## src/rtl/fsf_pkg.sv

```systemverilog
package fsf_pkg;
    localparam logic [3:0] IDX_MIR4  = 4'd4;
    localparam logic [3:0] IDX_MIR5  = 4'd5;
    localparam logic [3:0] IDX_CNTLO = 4'd6;
    localparam logic [3:0] IDX_CNTHI = 4'd7;
    localparam logic [3:0] IDX_POP   = 4'd1;

    typedef enum logic [3:0] {
        SEL_ZERO,
        SEL_S0,
        SEL_S1,
        SEL_S2,
        SEL_S3,
        SEL_W4,
        SEL_W5,
        SEL_LO,
        SEL_HI
    } rd_sel_e;
endpackage

```

## src/rtl/fsf_ctrl.sv

```systemverilog
module fsf_ctrl #(
    parameter int DEPTH = 10,
    parameter int PW    = 4,
    parameter int LW    = 4
) (
    input  logic          clk,
    input  logic          rst,
    input  logic          fifo_en,
    input  logic          push,
    input  logic          pop_req,
    output logic          wr_en,
    output logic [PW-1:0] wr_ptr,
    output logic [PW-1:0] rd_ptr,
    output logic [LW-1:0] level,
    output logic          ovf
);
    typedef struct packed {
        logic [PW-1:0] rd;
        logic [PW-1:0] wr;
        logic [LW-1:0] lvl;
        logic          ovf;
    } ctrl_t;

    localparam logic [PW-1:0] LAST = PW'(DEPTH - 1);
    localparam logic [LW-1:0] FULL = LW'(DEPTH);

    ctrl_t st_q, st_d;
    logic  pop_ok, push_ok, is_full, is_empty;

    always_comb begin
        st_d     = st_q;
        is_full  = (st_q.lvl == FULL);
        is_empty = (st_q.lvl == '0);
        pop_ok   = fifo_en && pop_req && !is_empty;
        push_ok  = fifo_en && push && (!is_full || pop_ok);
        if (!fifo_en) begin
            st_d = '0;
        end else begin
            if (pop_ok) begin
                st_d.rd = (st_q.rd == LAST) ? '0 : st_q.rd + 1'b1;
            end
            if (push_ok) begin
                st_d.wr = (st_q.wr == LAST) ? '0 : st_q.wr + 1'b1;
            end
            if (push_ok && !pop_ok) begin
                st_d.lvl = st_q.lvl + 1'b1;
            end else if (pop_ok && !push_ok) begin
                st_d.lvl = st_q.lvl - 1'b1;
            end
            if (push && !push_ok) begin
                st_d.ovf = 1'b1;
            end
        end
    end

    always_ff @(posedge clk) begin
        if (rst) begin
            st_q <= '0;
        end else begin
            st_q <= st_d;
        end
    end

    assign wr_en  = push_ok;
    assign wr_ptr = st_q.wr;
    assign rd_ptr = st_q.rd;
    assign level  = st_q.lvl;
    assign ovf    = st_q.ovf;
endmodule

```

## src/rtl/fsf_store.sv

```systemverilog
module fsf_store #(
    parameter int DEPTH = 10,
    parameter int CW    = 14,
    parameter int PW    = 4
) (
    input  logic          clk,
    input  logic          rst,
    input  logic          wr_en,
    input  logic [PW-1:0] wr_ptr,
    input  logic [CW-1:0] wr_data,
    input  logic [PW-1:0] rd_ptr,
    output logic [CW-1:0] head
);
    logic [CW-1:0] mem_q [DEPTH];
    logic [CW-1:0] mem_d [DEPTH];

    generate
        for (genvar g = 0; g < DEPTH; g++) begin : g_slot
            always_comb begin
                mem_d[g] = mem_q[g];
                if (wr_en && (wr_ptr == PW'(g))) begin
                    mem_d[g] = wr_data;
                end
            end

            always_ff @(posedge clk) begin
                if (rst) begin
                    mem_q[g] <= '0;
                end else begin
                    mem_q[g] <= mem_d[g];
                end
            end
        end
    endgenerate

    always_comb begin
        head = '0;
        for (int i = 0; i < DEPTH; i++) begin
            if (rd_ptr == PW'(i)) begin
                head = mem_q[i];
            end
        end
    end
endmodule

```

## src/rtl/fsf_rdmux.sv

```systemverilog
module fsf_rdmux #(
    parameter int CW = 14
) (
    input  logic [3:0]    rd_index,
    input  logic          fifo_en,
    input  logic          ext_rd,
    input  logic [7:0]    stat0,
    input  logic [7:0]    stat1,
    input  logic [7:0]    stat2,
    input  logic [7:0]    stat3,
    input  logic [7:0]    wcopy4,
    input  logic [7:0]    wcopy5,
    input  logic [CW-1:0] head,
    input  logic          avail,
    input  logic          ovf,
    output logic [7:0]    rd_data
);
    import fsf_pkg::*;

    localparam int HW = CW - 8;

    rd_sel_e    sel;
    logic [CW-1:0] cnt;
    logic [5:0]    hi_bits;

    always_comb begin
        unique case (rd_index)
            4'd0:      sel = SEL_S0;
            4'd1:      sel = SEL_S1;
            4'd2:      sel = SEL_S2;
            4'd3:      sel = SEL_S3;
            IDX_MIR4:  sel = ext_rd  ? SEL_W4 : SEL_S0;
            IDX_MIR5:  sel = ext_rd  ? SEL_W5 : SEL_S1;
            IDX_CNTLO: sel = fifo_en ? SEL_LO : SEL_S2;
            IDX_CNTHI: sel = fifo_en ? SEL_HI : SEL_S3;
            default:   sel = SEL_ZERO;
        endcase
    end

    always_comb begin
        cnt     = avail ? head : '0;
        hi_bits = 6'(cnt[CW-1:8]);
        unique case (sel)
            SEL_S0:  rd_data = stat0;
            SEL_S1:  rd_data = stat1;
            SEL_S2:  rd_data = stat2;
            SEL_S3:  rd_data = stat3;
            SEL_W4:  rd_data = wcopy4;
            SEL_W5:  rd_data = wcopy5;
            SEL_LO:  rd_data = cnt[7:0];
            SEL_HI:  rd_data = {ovf, avail, hi_bits};
            default: rd_data = 8'h00;
        endcase
    end

    if (HW > 6) begin : g_width_note
        // count bits above 13 are not reachable through location 7
    end
endmodule

```

## src/rtl/frame_stat_fifo.sv

```systemverilog
module frame_stat_fifo #(
    parameter int DEPTH = 10,
    parameter int CW    = 14
) (
    input  logic          clk,
    input  logic          rst,
    input  logic          push_valid,
    input  logic [CW-1:0] push_count,
    input  logic          rd_strobe,
    input  logic [3:0]    rd_index,
    output logic [7:0]    rd_data,
    input  logic [7:0]    stat0,
    input  logic [7:0]    stat1,
    input  logic [7:0]    stat2,
    input  logic [7:0]    stat3,
    input  logic [7:0]    wcopy4,
    input  logic [7:0]    wcopy5,
    input  logic          fifo_en,
    input  logic          ext_rd
);
    import fsf_pkg::*;

    localparam int PW = (DEPTH > 1) ? $clog2(DEPTH) : 1;
    localparam int LW = $clog2(DEPTH + 1);

    logic          pop_req;
    logic          wr_en;
    logic [PW-1:0] wr_ptr, rd_ptr;
    logic [LW-1:0] lvl;
    logic          ovf;
    logic [CW-1:0] head;

    assign pop_req = rd_strobe && (rd_index == IDX_POP);

    fsf_ctrl #(.DEPTH(DEPTH), .PW(PW), .LW(LW)) u_ctrl (
        .clk     (clk),
        .rst     (rst),
        .fifo_en (fifo_en),
        .push    (push_valid),
        .pop_req (pop_req),
        .wr_en   (wr_en),
        .wr_ptr  (wr_ptr),
        .rd_ptr  (rd_ptr),
        .level   (lvl),
        .ovf     (ovf)
    );

    fsf_store #(.DEPTH(DEPTH), .CW(CW), .PW(PW)) u_store (
        .clk     (clk),
        .rst     (rst),
        .wr_en   (wr_en),
        .wr_ptr  (wr_ptr),
        .wr_data (push_count),
        .rd_ptr  (rd_ptr),
        .head    (head)
    );

    fsf_rdmux #(.CW(CW)) u_mux (
        .rd_index (rd_index),
        .fifo_en  (fifo_en),
        .ext_rd   (ext_rd),
        .stat0    (stat0),
        .stat1    (stat1),
        .stat2    (stat2),
        .stat3    (stat3),
        .wcopy4   (wcopy4),
        .wcopy5   (wcopy5),
        .head     (head),
        .avail    (lvl != '0),
        .ovf      (ovf),
        .rd_data  (rd_data)
    );
endmodule

```

## config.mk

```make
export PLATFORM = sky130hd
export DESIGN_NAME = frame_stat_fifo
export DESIGN_NICKNAME = d
export VERILOG_FILES = /design/src/rtl/fsf_pkg.sv /design/src/rtl/fsf_ctrl.sv /design/src/rtl/fsf_store.sv /design/src/rtl/fsf_rdmux.sv /design/src/rtl/frame_stat_fifo.sv
export SDC_FILE = /design/constraint.sdc
export NUM_CORES = 1
export LEC_CHECK = 0
export BUFFER_PORTS_ARGS = -buffer_cell sky130_fd_sc_hd__buf_4
export CAP_MARGIN = 20
export CORE_MARGIN = 3
export CORE_UTILIZATION = 55
export DETAILED_ROUTE_END_ITERATION = 8
export PLACE_DENSITY = 0.72
export SYNTH_ARGS = -nofsm -noshare
export SYNTH_HDL_FRONTEND = slang
export SYNTH_HIERARCHICAL = 1
export SYNTH_SLANG_ARGS = --single-unit
export TNS_END_PERCENT = 30
```

## constraint.sdc

```tcl
create_clock -name clk -period 7.9 [get_ports clk]
set_clock_uncertainty 0.2 [all_clocks]
set_input_delay 0.79 -clock clk [delete_from_list [all_inputs] [get_ports clk]]
set_output_delay 0.79 -clock clk [all_outputs]
set_load 0.005 [all_outputs]
```

==> out/metrics.yaml <==
worst_hold_path:
  min_path_type: "flip-flop to flip-flop"
  hold_end: "u_store/mem_q[2][8]$_SDFFE_PP0P_"
  holdPathStages: 2
  hold_path.startpoint: "u_store/mem_q[2][8]$_SDFFE_PP0P_"
cts:
  ctsRootBufferMaster: "clkbuf_16"
  path_clk_slew_ns: 0.06
  cts_tree: "done"
  cts_inserted_buffers: 17
  cts-resized-gates: 0
  clock_sink_count: 153
  cts-hold-fix-buffers: 0
  htreeDepth: 4
  clk_latency_ns: 0.43
  postCtsSetupRepairBufs: 0
  cts_max_path_buffers: 2
finish:
  diodes: 0
  syn2layout_area_growth_pct: 14.1
  nets: 987
  fill_cells: 1137
  finalNonFillerCells: 1098
  drive_gt1_share_pct: 16.7
  layout_common_cells: "dfxtp_1, nand2_1, mux2i_1, nor2_1, buf_4"
  layout_commonest_cell: "dfxtp_1"
  utilization_pct: 65.0
route:
  vias: 6849
  wire_per_inst_microns: 19.9
  firstDrtPassIters: 5
  via_per_inst: 6.24
  drtIter0Drc: 644
  finalWirelength_mm: 21.8
  antenna_left: 0
  drcViolationCount: 0
power:
  p_leak_nw: 3.54
  irDropWorstVdd_mv: 0.147
  power.density_nw_per_um2: 195
run_status:
  status: "completed"
floorplanning:
  core_sq_um: 13500
  die_area_sq_um: 15400
  io_pins: 80
  rows: 42
  floorplan.initialDensity_pct: 56.9
  die_h_microns: 124
  die_x_microns: 124
timing:
  worst_pin_slew_ns: 1.12
  slew_headroom_pct: 25.1
  setup_viol: 0
  fin_crit_ns: 4.45
  max_freq_mhz: 225
  drv_slew: 0
  finalHoldViolCount: 0
  finalCritPeriodShare_pct: 56.3
  rsz0062_at_grt: "false"
  setup-tns-final_ns: 0
logic_synthesis:
  ys_types: 68
  synth_nets: 960
  synth_edf_count: 0
  synth_seq_cells: 153
  syn_avg_cell_area_sq_um: 8.67
  syn-cell-area_sq_um: 7660
  seq_area_frac_synth_pct: 40.0
  synthCells: 884
  async_flop_share_pct: 0
  yosys_warnings: 6
  ys.flop_type: "dfxtp_1"
global_routing:
  grt_pass1_wl_mm: 33.9
  grt_pass1_vias: 6507
  antenna_found_initial: 0
  track_usage_pct: 28.7
  grt_overflow_total: 0
  grt_max_degree: 80
job:
  cap_violations: 0
setup_path:
  r2r_slack_ns: 4.74
  slowest_delay_ns: 0.83
  worst_setup_path_end_kind: "primary output"
  cp_data_arrival_time_ns: 3.46
  cpMostUsedCell: "buf_4"
  worstPathCellList: "buf_4 > nor2b_1 > a21oi_1 > o2111ai_1 > nand3_1 > mux2_2 > a22o_1 > a211o_1 > buf_4"
  r2r_end: "u_store/mem_q[1][24]$_SDFFE_PP0P_"
  cp_max_fo: 51
  critPathSlowestCell: "nor2b_1"
  regToRegStartpoint: "u_ctrl/level[0]$_SDFFE_PP0P_"
  worstSetupStartpointType: "flip-flop"
  path_class: "flip-flop to primary output"
  cp_data_required_time_ns: 6.91
  ff2ff_path_depth: 6
placement:
  dpl.hpwl_mm: 13.8
  gp_congestion: 0.858
  portBuffers: 79
  dp.cells: 1066
## flip-flops by register name, summed over array words and instances (netlist names)
signal,count
u_ctrl/level,4
u_ctrl/ovf,1
u_ctrl/rd_ptr,4
u_store/mem_q,140
u_ctrl/wr_ptr,4
## stage by stage
stage                     worst slack (ns)  area, sq um  hold WS (ns)  power, mW
after floorplan                       4.60         7660         0.232      0.866
final                                 3.45         8740         0.250       1.70
after detailed placement              3.64         8150         0.242      0.915
after global routing                  3.29         8740         0.264       1.76
after CTS                             3.48         8720         0.250       1.71
after global placement                3.85         8150         0.238      0.912
## final cells by class
cell class	count	area [sq um]	area share, %
Multi-Input combinational cell	643	4180	47.9
Sequential cell	153	3070	35.1
Inverter	7	26.3	0.301
Clock buffer	20	457	5.23
Tap cell	176	220	2.52
Clock inverter	10	120	1.37
Timing Repair Buffer	89	668	7.65
## layer usage
layer	track usage, %	part of all wire (%)	up-vias
li1	-	-	3164
met1	35.5	41	3325
met2	47.3	48	313
met3	5.68	8.6	47
met4	15.4	3.2	0
met5	0	0	-
## synthesized netlist by cell type, types with 3 or more instances
master / n / share of area (%)
a211o_1: 11 / 1.3
a21oi_1: 78 / 5.1
a221oi_1: 3 / 0.34
a22o_1: 6 / 0.69
a22oi_1: 21 / 2.1
and3b_1: 4 / 0.46
buf_2: 19 / 1.2
buf_6: 5 / 0.73
clkbuf_1: 52 / 2.5
dfxtp_1: 153 / 40
ha_1: 3 / 0.49
inv_1: 7 / 0.34
mux2_2: 14 / 2.1
mux2i_1: 110 / 14
mux4_2: 7 / 2.1
nand2_1: 121 / 5.9
nand2b_1: 7 / 0.57
nand3_1: 10 / 0.65
nand4_1: 4 / 0.33
nor2_1: 99 / 4.9
nor2b_1: 11 / 0.90
nor3_1: 5 / 0.33
nor4_1: 3 / 0.25
o21ai_0: 52 / 3.4
o21ai_1: 3 / 0.20
o22a_1: 8 / 0.91
o22ai_1: 12 / 0.98
or3_1: 3 / 0.25
xnor2_1: 4 / 0.46
## kinds of logic (layout without fill, tap and decap cells)
family / count (synthesis) / in the layout / share of synthesized area (%)
AND/OR/NAND/NOR: 289 / 289 / 17.5
buffers and inverters: 88 / 126 / 5.44
multiplexers: 132 / 132 / 18.7
adder cells (fa/ha/maj): 4 / 4 / 0.751
flip-flops: 153 / 153 / 40.0
XOR/XNOR: 6 / 6 / 0.686
AO/OA/AOI/OAI: 212 / 212 / 16.9
## power breakdown
| part | internal, mW | leakage [nW] | switching [mW] |
|---|---|---|---|
| Combinational | 0.0540 | 2.03 | 0.0648 |
| Clock | 0.479 | 0.278 | 0.322 |
| Sequential | 0.777 | 1.23 | 0.00414 |
## how the worst max path moves through the flow
stage,start,cells past startpoint,to
after floorplan,rd_index[1],10,u_ctrl/level[3]$_SDFFE_PP0P_
after global placement,rd_index[0],9,u_store/mem_q[1][25]$_SDFFE_PP0P_
final,u_ctrl/rd_ptr[1]$_SDFFE_PP0P_,9,rd_data[0]
after CTS,u_ctrl/rd_ptr[1]$_SDFFE_PP0P_,9,rd_data[0]
after global routing,u_ctrl/rd_ptr[1]$_SDFFE_PP0P_,9,rd_data[0]
after detailed placement,rd_index[0],9,u_store/mem_q[3][14]$_SDFFE_PP0P_
## worst max-delay path: cells and delay by family (launching register included)
family / cells / cell delay [ns]
and+or+nand+nor: 2 / 0.92
AOI/OAI and AO/OA: 4 / 0.82
muxes: 1 / 0.29
buffers and inverters: 2 / 0.66
DFF: 1 / 0.31
Note: power is estimated with default switching activity, not from simulation.
